## src/rtl/lcd_timing_pkg.sv

```systemverilog
package lcd_timing_pkg;

  typedef enum logic [1:0] {
    FSRC_NONE  = 2'd0,
    FSRC_VSYNC = 2'd1
  } frameSrc_e;

  // strobes from the control side to the output datapath
  typedef struct packed {
    logic pixTick;
    logic hSyncOn;
    logic vSyncOn;
    logic hActive;
    logic vActive;
    logic frameStart;
  } rasterStrobes_t;

endpackage

```

## src/rtl/raster_axis.sv

```systemverilog
module raster_axis #(
  parameter int PORCH_W = 8,
  parameter int ACT_W   = 11
) (
  input  logic               clk,
  input  logic               rst_n,
  input  logic               run,
  input  logic               adv,
  input  logic [PORCH_W-1:0] spwM1,
  input  logic [PORCH_W-1:0] bpM1,
  input  logic [ACT_W-1:0]   actM1,
  input  logic [PORCH_W-1:0] fpM1,
  output logic               syncOn,
  output logic               active,
  output logic               atFirst,
  output logic               atLast,
  output logic [ACT_W-1:0]   pos
);
  localparam int MAX_W = (ACT_W > PORCH_W) ? ACT_W : PORCH_W;
  localparam int CNT_W = MAX_W + 2;

  logic [CNT_W-1:0] cnt;
  logic [CNT_W-1:0] syncEnd, actStart, actEnd, lastIdx;

  always_comb begin
    syncEnd  = CNT_W'(spwM1) + CNT_W'(1);
    actStart = syncEnd + CNT_W'(bpM1) + CNT_W'(1);
    actEnd   = actStart + CNT_W'(actM1) + CNT_W'(1);
    lastIdx  = actEnd + CNT_W'(fpM1);
    syncOn   = (cnt < syncEnd);
    active   = (cnt >= actStart) && (cnt < actEnd);
    atFirst  = (cnt == '0);
    // >= keeps a shrunk configuration from running the counter to overflow
    atLast   = (cnt >= lastIdx);
    pos      = ACT_W'(cnt - actStart);
  end

  always_ff @(posedge clk or negedge rst_n) begin
    if (!rst_n)      cnt <= '0;
    else if (!run)   cnt <= '0;
    else if (adv)    cnt <= atLast ? '0 : cnt + CNT_W'(1);
  end
endmodule

```

## src/rtl/raster_ctrl.sv

```systemverilog
module raster_ctrl
  import lcd_timing_pkg::*;
#(
  parameter int PORCH_W = 8,
  parameter int ACT_W   = 11,
  parameter int DIV_W   = 8
) (
  input  logic               clk,
  input  logic               rst_n,
  input  logic               vidEn,
  input  logic [PORCH_W-1:0] hSpwM1,
  input  logic [PORCH_W-1:0] hBpM1,
  input  logic [ACT_W-1:0]   hActM1,
  input  logic [PORCH_W-1:0] hFpM1,
  input  logic [PORCH_W-1:0] vSpwM1,
  input  logic [PORCH_W-1:0] vBpM1,
  input  logic [ACT_W-1:0]   vActM1,
  input  logic [PORCH_W-1:0] vFpM1,
  input  logic               clkDivEn,
  input  logic [DIV_W-1:0]   clkDivM1,
  output rasterStrobes_t     strb,
  output logic [ACT_W-1:0]   hPos,
  output logic [ACT_W-1:0]   vPos
);
  localparam int N_AXIS = 2;  // 0 = horizontal, 1 = vertical

  logic [DIV_W-1:0] divCnt;
  logic             divWrap, tick;

  assign divWrap = !clkDivEn || (divCnt >= clkDivM1);
  assign tick    = vidEn && divWrap;

  always_ff @(posedge clk or negedge rst_n) begin
    if (!rst_n)       divCnt <= '0;
    else if (!vidEn)  divCnt <= '0;
    else if (divWrap) divCnt <= '0;
    else              divCnt <= divCnt + DIV_W'(1);
  end

  logic [PORCH_W-1:0] spwA [N_AXIS];
  logic [PORCH_W-1:0] bpA  [N_AXIS];
  logic [ACT_W-1:0]   actA [N_AXIS];
  logic [PORCH_W-1:0] fpA  [N_AXIS];
  logic               advA [N_AXIS];
  logic               syncA[N_AXIS];
  logic               actvA[N_AXIS];
  logic               firstA[N_AXIS];
  logic               lastA[N_AXIS];
  logic [ACT_W-1:0]   posA [N_AXIS];

  assign spwA[0] = hSpwM1;  assign spwA[1] = vSpwM1;
  assign bpA[0]  = hBpM1;   assign bpA[1]  = vBpM1;
  assign actA[0] = hActM1;  assign actA[1] = vActM1;
  assign fpA[0]  = hFpM1;   assign fpA[1]  = vFpM1;
  assign advA[0] = tick;
  assign advA[1] = tick && lastA[0];  // next line at end of line

  for (genvar a = 0; a < N_AXIS; a++) begin : g_axis
    raster_axis #(.PORCH_W(PORCH_W), .ACT_W(ACT_W)) u_axis (
      .clk    (clk),
      .rst_n  (rst_n),
      .run    (vidEn),
      .adv    (advA[a]),
      .spwM1  (spwA[a]),
      .bpM1   (bpA[a]),
      .actM1  (actA[a]),
      .fpM1   (fpA[a]),
      .syncOn (syncA[a]),
      .active (actvA[a]),
      .atFirst(firstA[a]),
      .atLast (lastA[a]),
      .pos    (posA[a])
    );
  end

  always_comb begin
    strb.pixTick    = tick;
    strb.hSyncOn    = syncA[0];
    strb.vSyncOn    = syncA[1];
    strb.hActive    = actvA[0];
    strb.vActive    = actvA[1];
    strb.frameStart = tick && firstA[0] && firstA[1];
    hPos            = posA[0];
    vPos            = posA[1];
  end
endmodule

```

## src/rtl/raster_dp.sv

```systemverilog
module raster_dp
  import lcd_timing_pkg::*;
#(
  parameter int ACT_W = 11
) (
  input  logic             clk,
  input  logic             rst_n,
  input  logic             vidEn,
  input  rasterStrobes_t   strb,
  input  logic [ACT_W-1:0] hPos,
  input  logic [ACT_W-1:0] vPos,
  input  logic             hsyncPol,
  input  logic             vsyncPol,
  input  logic             intEn,
  input  logic             frameIntEn,
  input  logic [1:0]       frameSrc,
  input  logic             pendClr,
  output logic             pixTick,
  output logic             hsync,
  output logic             vsync,
  output logic             de,
  output logic [ACT_W-1:0] pixX,
  output logic [ACT_W-1:0] pixY,
  output logic             pendFrame,
  output logic             irq
);
  logic hsAct, vsAct, deNow, setEv;

  assign deNow = strb.hActive && strb.vActive;
  assign setEv = strb.frameStart && frameIntEn && (frameSrc == FSRC_VSYNC);

  always_ff @(posedge clk or negedge rst_n) begin
    if (!rst_n) begin
      pixTick   <= 1'b0;
      hsAct     <= 1'b0;
      vsAct     <= 1'b0;
      de        <= 1'b0;
      pixX      <= '0;
      pixY      <= '0;
      pendFrame <= 1'b0;
    end else begin
      // a frame event outranks a same-edge clear
      pendFrame <= setEv || (pendFrame && !pendClr);
      if (!vidEn) begin
        pixTick <= 1'b0;
        hsAct   <= 1'b0;
        vsAct   <= 1'b0;
        de      <= 1'b0;
        pixX    <= '0;
        pixY    <= '0;
      end else begin
        pixTick <= strb.pixTick;
        if (strb.pixTick) begin
          hsAct <= strb.hSyncOn;
          vsAct <= strb.vSyncOn;
          de    <= deNow;
          pixX  <= deNow ? hPos : '0;
          pixY  <= deNow ? vPos : '0;
        end
      end
    end
  end

  assign hsync = hsyncPol ? hsAct : !hsAct;
  assign vsync = vsyncPol ? vsAct : !vsAct;
  assign irq   = pendFrame && intEn;
endmodule

```

## src/rtl/lcd_raster_timing.sv

```systemverilog
module lcd_raster_timing
  import lcd_timing_pkg::*;
#(
  parameter int PORCH_W = 8,
  parameter int ACT_W   = 11,
  parameter int DIV_W   = 8
) (
  input  logic               clk,
  input  logic               rst_n,
  input  logic               vidEn,
  input  logic               hsyncPol,
  input  logic               vsyncPol,
  input  logic [PORCH_W-1:0] hSpwM1,
  input  logic [PORCH_W-1:0] hBpM1,
  input  logic [ACT_W-1:0]   hActM1,
  input  logic [PORCH_W-1:0] hFpM1,
  input  logic [PORCH_W-1:0] vSpwM1,
  input  logic [PORCH_W-1:0] vBpM1,
  input  logic [ACT_W-1:0]   vActM1,
  input  logic [PORCH_W-1:0] vFpM1,
  input  logic               clkDivEn,
  input  logic [DIV_W-1:0]   clkDivM1,
  input  logic               intEn,
  input  logic               frameIntEn,
  input  logic [1:0]         frameSrc,
  input  logic               pendClr,
  output logic               pixTick,
  output logic               hsync,
  output logic               vsync,
  output logic               de,
  output logic [ACT_W-1:0]   pixX,
  output logic [ACT_W-1:0]   pixY,
  output logic               pendFrame,
  output logic               irq
);
  rasterStrobes_t   strb;
  logic [ACT_W-1:0] hPos, vPos;

  raster_ctrl #(.PORCH_W(PORCH_W), .ACT_W(ACT_W), .DIV_W(DIV_W)) u_ctrl (
    .clk     (clk),
    .rst_n   (rst_n),
    .vidEn   (vidEn),
    .hSpwM1  (hSpwM1),
    .hBpM1   (hBpM1),
    .hActM1  (hActM1),
    .hFpM1   (hFpM1),
    .vSpwM1  (vSpwM1),
    .vBpM1   (vBpM1),
    .vActM1  (vActM1),
    .vFpM1   (vFpM1),
    .clkDivEn(clkDivEn),
    .clkDivM1(clkDivM1),
    .strb    (strb),
    .hPos    (hPos),
    .vPos    (vPos)
  );

  raster_dp #(.ACT_W(ACT_W)) u_dp (
    .clk       (clk),
    .rst_n     (rst_n),
    .vidEn     (vidEn),
    .strb      (strb),
    .hPos      (hPos),
    .vPos      (vPos),
    .hsyncPol  (hsyncPol),
    .vsyncPol  (vsyncPol),
    .intEn     (intEn),
    .frameIntEn(frameIntEn),
    .frameSrc  (frameSrc),
    .pendClr   (pendClr),
    .pixTick   (pixTick),
    .hsync     (hsync),
    .vsync     (vsync),
    .de        (de),
    .pixX      (pixX),
    .pixY      (pixY),
    .pendFrame (pendFrame),
    .irq       (irq)
  );
endmodule

```

## config.mk

```make
export PLATFORM = sky130hd
export DESIGN_NAME = lcd_raster_timing
export DESIGN_NICKNAME = d
export VERILOG_FILES = /design/src/rtl/lcd_timing_pkg.sv /design/src/rtl/raster_axis.sv /design/src/rtl/raster_ctrl.sv /design/src/rtl/raster_dp.sv /design/src/rtl/lcd_raster_timing.sv
export SDC_FILE = /design/constraint.sdc
export NUM_CORES = 1
export LEC_CHECK = 0
export ABC_AREA = 1
export ABC_CLOCK_PERIOD_IN_PS = 3500
export BUFFER_PORTS_ARGS = -buffer_cell sky130_fd_sc_hd__buf_4
export CAP_MARGIN = 20
export CORE_ASPECT_RATIO = 1.25
export CORE_MARGIN = 5
export CORE_UTILIZATION = 39
export DETAILED_ROUTE_END_ITERATION = 8
export PLACE_DENSITY = 0.54
export SKIP_CTS_REPAIR_TIMING = 1
export SLEW_MARGIN = 20
export SYNTH_ARGS = -nofsm -noshare
export SYNTH_HDL_FRONTEND = slang
export SYNTH_HIERARCHICAL = 1
export SYNTH_SLANG_ARGS = --single-unit
export TNS_END_PERCENT = 10
```

## constraint.sdc

```tcl
create_clock -name clk -period 3.5 [get_ports clk]
set_input_delay 0.175 -clock clk [delete_from_list [all_inputs] [get_ports clk]]
set_output_delay 0.175 -clock clk [all_outputs]
set_load 0.02 [all_outputs]
```

==> results summary, run 1 <==
The total power draw came out at 5750 uW. The kind of start point of the critical path is an input port. In the final layout, the share of cells above drive strength 1 is 33.6%. The post-layout instance area came out at 12700 um^2.

The root buffer cell chosen for the clock tree is clkbuf_16. The sequential element share of the synthesized area came out at 17.5%. The number of buffers added by the clock tree synthesis step came out at 9. The portion of the clock cycle consumed by the worst path in the final layout is 131%.

In this run the critical register-to-register path is captured at u_dp/pixY[4]. A synthesized cell averages 6.91 um^2. The final layout net count is 1864. The global-route wire length before repair is 42300 um. The clock tree synthesis step divided the H-tree into 3 levels.

Along the worst hold path, the cell count comes to 2. The number of hold-slack violations in the final timing report was 0. Across the whole layout, storage elements account for 1530 um^2.

The initial antenna violation count came to 0. The actual slew at the worst max-slew pin is 0.796 ns. The final antenna diode count is 0.

The worst setup skew after layout came out at 0.00920 ns. The total of fill cells in the finished design came out at 2161. The total standard cell area after synthesis is 8730 um^2. The startpoint identified for the worst register-to-register timing path is u_ctrl/divCnt[5]. The Yosys warning count is 6. The number of max-cap violations came out at 0. The number of global-route vias before repair came to 9232. The setup slack on the worst flop-to-flop path is 1.15 ns. The register clock-pin slew on the reported worst setup and hold paths is 0.06 ns. In this run, the clock network consumes 15.3% of the power. The required time at the worst-slack endpoint came out at 3.76 ns. 117 I/O pins were placed. The path category of the worst min-delay check is input port to register. The most frequent cell on the critical path is nand2_1.

The worst-case headroom to the max-slew limit came out at 46.9%. The number of antenna-violating nets in the routed design is 0. The worst hold slack came out at 0.0441 ns.

Counting flops with an async set or reset pin after synthesis yields a share of 100%. The number of cells in the design after placement came out at 1868. Of the post-synthesis cell area, the dominant cell type holds 21.9%. The commonest register cell after synthesis is dfrtp_1. Sorting the synthesized cells by area gives the leading types as ha_1 22%, dfrtp_1 17%, nand2_1 14%, inv_1 9.0%, xor2_1 7.0%. IR analysis of the VDD net gives a maximum drop of 309 uV. The sequential cell fraction of total power is 12.7%.

Before antenna repair, the detailed router went through 4 iterations. The global placer's final weighted congestion is 0.915. The count of buffers added on input and output ports is 116. Dividing the detail-routed wire length by the instance count gives 13.6 um. The vertical die dimension is 177 um. For this design the total switching power over the nets is 2430 uW. ha_1 takes more of the synthesized area than any other cell. Counting flops with a built-in enable in the synthesized netlist gives 0.

After layout, the worst setup slack is -1.07 ns. The largest individual stage delay along the critical path comes from the cell ha_1. The total area inside the core boundary comes to 22100 um^2. The worst hold path begins at frameSrc[1]. The detailed-route wire length came out at 25900 um. The detailed router placed 9157 vias in this run. The portion of total power attributed to combinational logic is 72.0%. Global routing finished with a remaining overflow of 0. The power density relative to cell area is 451 nW/um^2. Counting both buffers and inverters, the worst setup path holds a total of 5. The number of nets in the synthesized netlist is 1514. The fraction of power spent switching nets is 42.4%.

For this run, the share of the core covered by cells in the final layout is 57.6%. The worst-path maximum fanout is 8. The cell count of the worst reg-to-reg path is 10. The combined area of the multi-input logic cells is 7080 um^2. For hold timing, the worst endpoint is u_dp/pendFrame. In this run, distinct cell masters in the synthesized netlist total 49. The stage delay of the slowest cell on the critical path came out at 0.34 ns. The HPWL after detailed placement is 21900 um. The critical path class is input port to register. The effective utilization at floorplan came out at 39.5%. Broken down by cell family, the worst path's largest delay share belongs to simple AND/OR/NAND/NOR gates. The checks that failed: negative setup slack.

In the synthesized netlist, the number of instances is 1264. The library cell used most frequently in the layout, excluding fill and tap cells, is buf_4. The overall die width is 144 um. The library cells used most frequently in the layout, excluding fill and tap cells, are 337 x buf_4, 313 x nand2_1, 194 x inv_1. The clock reaches the later pin of the worst-skew pair after 0.33 ns. Based on the critical path, the design can be clocked at up to 219 MHz. The clock tree from TritonCTS is yes. The die area came out at 25500 um^2. The average via count per standard cell is 4.81. The number of setup violations in the final report came out at 49.

The CTS sink count came out at 61. The register bit total from synthesis is 61. The max-slew violation count came to 0.

The worst setup path is captured at a register. The residual DRC count came out at 0. Row generation in the floorplan step produced 61 rows. The number of DRC markers in iteration 0 is 234. The finished layout holds 1902 standard cells, fillers aside. The pin count of the biggest net entering global routing came out at 62.

The placement-stage cell area came out at 11700 um^2. The worst-case clock buffer depth is 2. The internal power component came out at 3310 uW.

From synthesis to final layout, the design area changed by 45.9%. The run finished, with violations left. The minimum period implied by the final worst setup slack came out at 4.57 ns. Data on the critical path arrives at its endpoint at 4.83 ns. The analysis attributes to cell leakage a power of 0.00697 uW. Setup repair after global routing could not meet its margin everywhere. The combined global-route utilization of all metal layers came out at 20.3%.
-- sequential cells by signal, indices dropped and copies added (netlist names) --
register	cells
u_dp/pixY	11
u_dp/vsAct	1
u_ctrl/g_axis.u_axis/cnt	26
u_dp/pixX	11
u_dp/de	1
u_dp/pixTick	1
u_dp/hsAct	1
u_dp/pendFrame	1
u_ctrl/divCnt	8
-- through the flow --
stage          setup TNS [ns]  worst slack [ns]
2_1_floorplan          -33.26            -0.930
3_3_place_gp           -74.18             -1.69
3_5_place_dp           -75.17             -1.68
4_1_cts                -58.85             -1.35
5_1_grt                -62.33             -1.40
6_report               -46.91             -1.07
-- metal layers --
layer	part of all wire (%)	up-vias	wire length, um	global-route usage, %
met2	55	137	14300	40.1
met3	2.2	44	572	1.43
li1	-	4810	-	-
met4	3.0	0	766	6.59
met5	0	-	0	0
met1	40	4166	10300	22.4
-- cell families after synthesis --
kind of cell,after synthesis,synth area share (%)
DFF,61,17.5
and+or+nand+nor,552,28.3
xor gates and xnor gates,88,8.83
other,2,0.0860
AOI/OAI and AO/OA,179,11.6
buffers and inverters,221,9.89
adders and majority gates,161,23.8
-- worst max-delay path by stage --
stage	from	to	depth (start not counted)
2_1_floorplan	hSpwM1[0]	u_ctrl/g_axis[1].u_axis/cnt[8]	36
3_3_place_gp	hSpwM1[0]	u_ctrl/g_axis[1].u_axis/cnt[8]	39
3_5_place_dp	hSpwM1[0]	u_ctrl/g_axis[1].u_axis/cnt[6]	38
4_1_cts	hSpwM1[0]	u_ctrl/g_axis[1].u_axis/cnt[6]	38
5_1_grt	hSpwM1[0]	u_ctrl/g_axis[1].u_axis/cnt[7]	35
6_report	hSpwM1[0]	u_ctrl/g_axis[1].u_axis/cnt[3]	34
-- synth_stat cells, types with 2 or more instances --
| library cell | number |
|---|---|
| a211oi_1 | 4 |
| a21boi_0 | 2 |
| a21boi_1 | 2 |
| a21o_1 | 6 |
| a21oi_1 | 83 |
| a21oi_2 | 2 |
| a31oi_1 | 5 |
| buf_2 | 2 |
| buf_6 | 2 |
| conb_1 | 2 |
| dfrtp_1 | 61 |
| fa_1 | 8 |
| ha_1 | 153 |
| inv_1 | 209 |
| inv_2 | 3 |
| nand2_1 | 329 |
| nand2_2 | 13 |
| nand3_1 | 57 |
| nand3_2 | 8 |
| nand3b_1 | 6 |
| nand4_1 | 27 |
| nand4_2 | 2 |
| nor2_1 | 70 |
| nor2_2 | 11 |
| nor2_4 | 3 |
| nor3_1 | 13 |
| nor3_4 | 2 |
| nor4_1 | 4 |
| o211ai_1 | 4 |
| o21a_1 | 3 |
| o21ai_0 | 41 |
| o21ai_1 | 9 |
| o21ai_2 | 9 |
| o21bai_1 | 4 |
| o22ai_1 | 4 |
| or3_1 | 2 |
| xnor2_1 | 18 |
| xor2_1 | 70 |
-- final cells by class --
type	instances	share of cell area (%)
multi-input combinational	982	55.6
tap	283	2.78
inverter	213	6.32
clock inverter	6	0.501
clock buffer	10	1.80
timing repair buffer	347	21.1
sequential	61	12.0
-- power groups by stage --
stage / clock network [uW] / registers, uW / logic [uW]
after detailed placement: 0 / 746 / 3750
after global routing: 927 / 735 / 4630
final: 878 / 733 / 4140
after floorplan: 0 / 741 / 2210
after global placement: 0 / 745 / 3740
after CTS: 899 / 733 / 3780
Power figures use the tool's default switching activity.
==> run 2: changes to the inputs <==
ABC_AREA = default   (was 1)
CAP_MARGIN = default   (was 20)
==> run 2 against run 1 <==
Net effect:
- the run ends with negative hold slack, negative setup slack left
- highest routed layer unchanged
- power decreased by 3.3%
- die area is 3.2% lower
- sequential cell count unchanged
- core utilization grew 0.37 points
- sequential share of layout area increased by 0.33 points
- register-to-register slack worse by 0.71 ns
- sequential power up 3%
- design area decreased by 2.7%
- clock power rose by 8.3%
- critical path depth unchanged
- first-iteration DRC count rose by 18%
- clock skew increased by 0.00060 ns
==> results summary, run 2 <==
The flow ran to the end, but the final reports show violations. The checks that failed: negative hold slack, negative setup slack. The final core utilization came out at 57.9%. The minimum period implied by the final worst setup slack came out at 5.17 ns. The die is 174 um tall. The global-route wire length before repair is 41500 um. The number of DRC markers in iteration 0 is 277. The slowest stage of the critical path belongs to the cell ha_1. Setup repair after global routing could not meet its margin everywhere. The H-tree depth is 3. The stage delay of the slowest cell on the critical path came out at 0.33 ns. The path category of the worst min-delay check is input port to async pin.

The net count of the mapped netlist came out at 1286. The Yosys warning count came out at 6. The setup slack on the worst flop-to-flop path is 0.44 ns. For this configuration, the core starts out at a cell density of 39.4%. Based on the critical path, the design can be clocked at up to 194 MHz. The post-synthesis area per instance is 8.14 um^2.

The library cell used most frequently in the layout, excluding fill and tap cells, is buf_4. The routed design has 25700 um of wire. The largest registers in the layout are u_ctrl/g_axis.u_axis/cnt (26), u_dp/pixX (11), u_dp/pixY (11). The worst-path maximum fanout is 6. The die area came out at 24700 um^2. The cell count of the worst reg-to-reg path came out at 17.

The cell that appears most often on the critical path is buf_6. The number of global-route vias before repair came out at 8696. The detailed-route via count came out at 8559. The power density relative to cell area is 448 nW/um^2. Leaving out fill and tap cells, the most frequent cells in the layout are 346 x buf_4, 140 x ha_1, 114 x inv_1. Counting flops per register, the top entry is u_ctrl/g_axis.u_axis/cnt. The number of max-cap violations is 0. The critical path class is input port to register. The average via count per standard cell came out at 5.12. The number of instances in the synthesized netlist came out at 1036.

The final antenna diode count came out at 0. The cell area that synthesis handed to floorplanning was 8430 um^2. The number of antenna-violating nets in the routed design is 0.

The number of buffers inserted by port buffering is 116. Entering global routing, the biggest net connects 62 pins. The leakage power total came out at 0.00632 uW. The number of iterations in the first detailed-routing pass is 5. STA classifies the critical path startpoint as an input port. The worst-case headroom to the max-slew limit is 46.4%. The initial antenna violation count came out at 0. The number of setup violations in the final report came out at 49. Timing analysis after detailed placement gives a worst setup slack of -2.14 ns. The wire length per cell is 15.4 um. The max-slew violation count is 0. The worst-case clock buffer depth came out at 2. The residual DRC count is 0. The worst setup skew after layout came out at 0.00980 ns.

The reg-to-reg critical path startpoint is u_ctrl/g_axis[0].u_axis/cnt[0]. The register clock-pin slew on the reported worst setup and hold paths came out at 0.06 ns. Buffers inserted during clock tree synthesis total 9.

The cell family contributing the most delay on the critical path is compound AO/OA/AOI/OAI gates. The number of placement rows came out at 60. The final critical path takes up 148% of the cycle.

Across the VDD grid, the largest voltage drop is 364 uV. The leftover overflow at the end of global routing came out at 0. 117 I/O pins were placed.

The critical path capture point type is a register. The overall die width is 141 um. The tree is rooted in a clkbuf_16. The final HPWL from detailed placement is 20700 um.

The final layout net count is 1638. The global placer's final weighted congestion came out at 0.867. The CTS sink count came out at 61. The clock network latency to the later pin of the worst-skew pair is 0.33 ns.

The number of flip-flops under the largest register name is 26. The endpoint of the worst-slack reg-to-reg timing path is u_ctrl/g_axis[1].u_axis/cnt[11]. Compared with the post-synthesis result, the final layout area differs by 47.0%.

The arrival time at the worst endpoint is 5.37 ns. The core footprint came out at 21400 um^2. The setup TNS came out at -60.60 ns.

TritonCTS built the clock tree. The fraction of final layout cells sized beyond drive strength 1 came out at 35.2%. For this run, the total global-route usage over all layers was measured as 20.3%.

Hold timing on the final database bottoms out at a slack of -0.0753 ns. The number of hold-slack violations in the final timing report is 61. The worst path buffer plus inverter count came out at 6. The actual slew at the worst max-slew pin is 0.803 ns. Data on the critical path is required at its endpoint by 3.70 ns.

The minimum setup slack in the final design came out at -1.67 ns.
[run 2: cell types whose count changed in the layout (fill, tap and decap cells not counted), sizes merged, moves of 28 or more]
cell    before  now
a21oi       85   57
inv        212  117
nand2      343   55
nand2b       0   38
nand3       65   32
xor2        70   37
[run 2: final cells by class]
type	instances	area, um^2
fill	2025	9000
multi-input combinational	840	6970
timing repair buffer	361	2800
sequential	61	1530
inverter	115	432
tap	279	349
clock buffer	11	253
clock inverter	5	65.1
[run 2: worst max path at each step]
stage / startpoint / to / cells after the start
2_1_floorplan: hSpwM1[0] / u_ctrl/g_axis[1].u_axis/cnt[7] / 32
3_3_place_gp: hSpwM1[0] / u_ctrl/g_axis[1].u_axis/cnt[11] / 31
3_5_place_dp: hSpwM1[0] / u_ctrl/g_axis[1].u_axis/cnt[12] / 31
4_1_cts: hSpwM1[0] / u_ctrl/g_axis[1].u_axis/cnt[11] / 31
5_1_grt: hSpwM1[1] / u_ctrl/g_axis[1].u_axis/cnt[2] / 33
6_report: hSpwM1[0] / u_ctrl/g_axis[1].u_axis/cnt[11] / 34
[run 2: where the power goes]
group	switching (uW)	total [uW]	internal, uW
Sequential	34.0	753	719
Clock	353	951	598
Combinational	1800	3850	2050
Total	2190	5560	3370
[run 2: routing by layer]
| layer | vias to the layer above | global-route usage [%] | routed length, um |
|---|---|---|---|
| li1 | 4399 | - | - |
| met1 | 3977 | 23.0 | 10400 |
| met3 | 40 | 1.84 | 637 |
| met5 | - | 0 | 0 |
| met4 | 0 | 5.84 | 656 |
| met2 | 143 | 39.5 | 14000 |
[run 2: metrics by stage]
step | power, uW | cell area [um^2] | std cells
after global routing | 6030 | 12400 | 1672
final | 5560 | 12400 | 1672
after global placement | 4160 | 11300 | 1637
after CTS | 5170 | 11700 | 1653
after floorplan | 2760 | 8500 | 1036
after detailed placement | 4190 | 11300 | 1637
[run 2: worst register-to-register path, delay by kind of cell, from the launching register on]
family	cells	cell delay [ns]
buf+inv	5	0.63
compound gates	6	1.03
flops	1	0.54
fa+ha+maj	1	0.31
simple gates	5	0.41
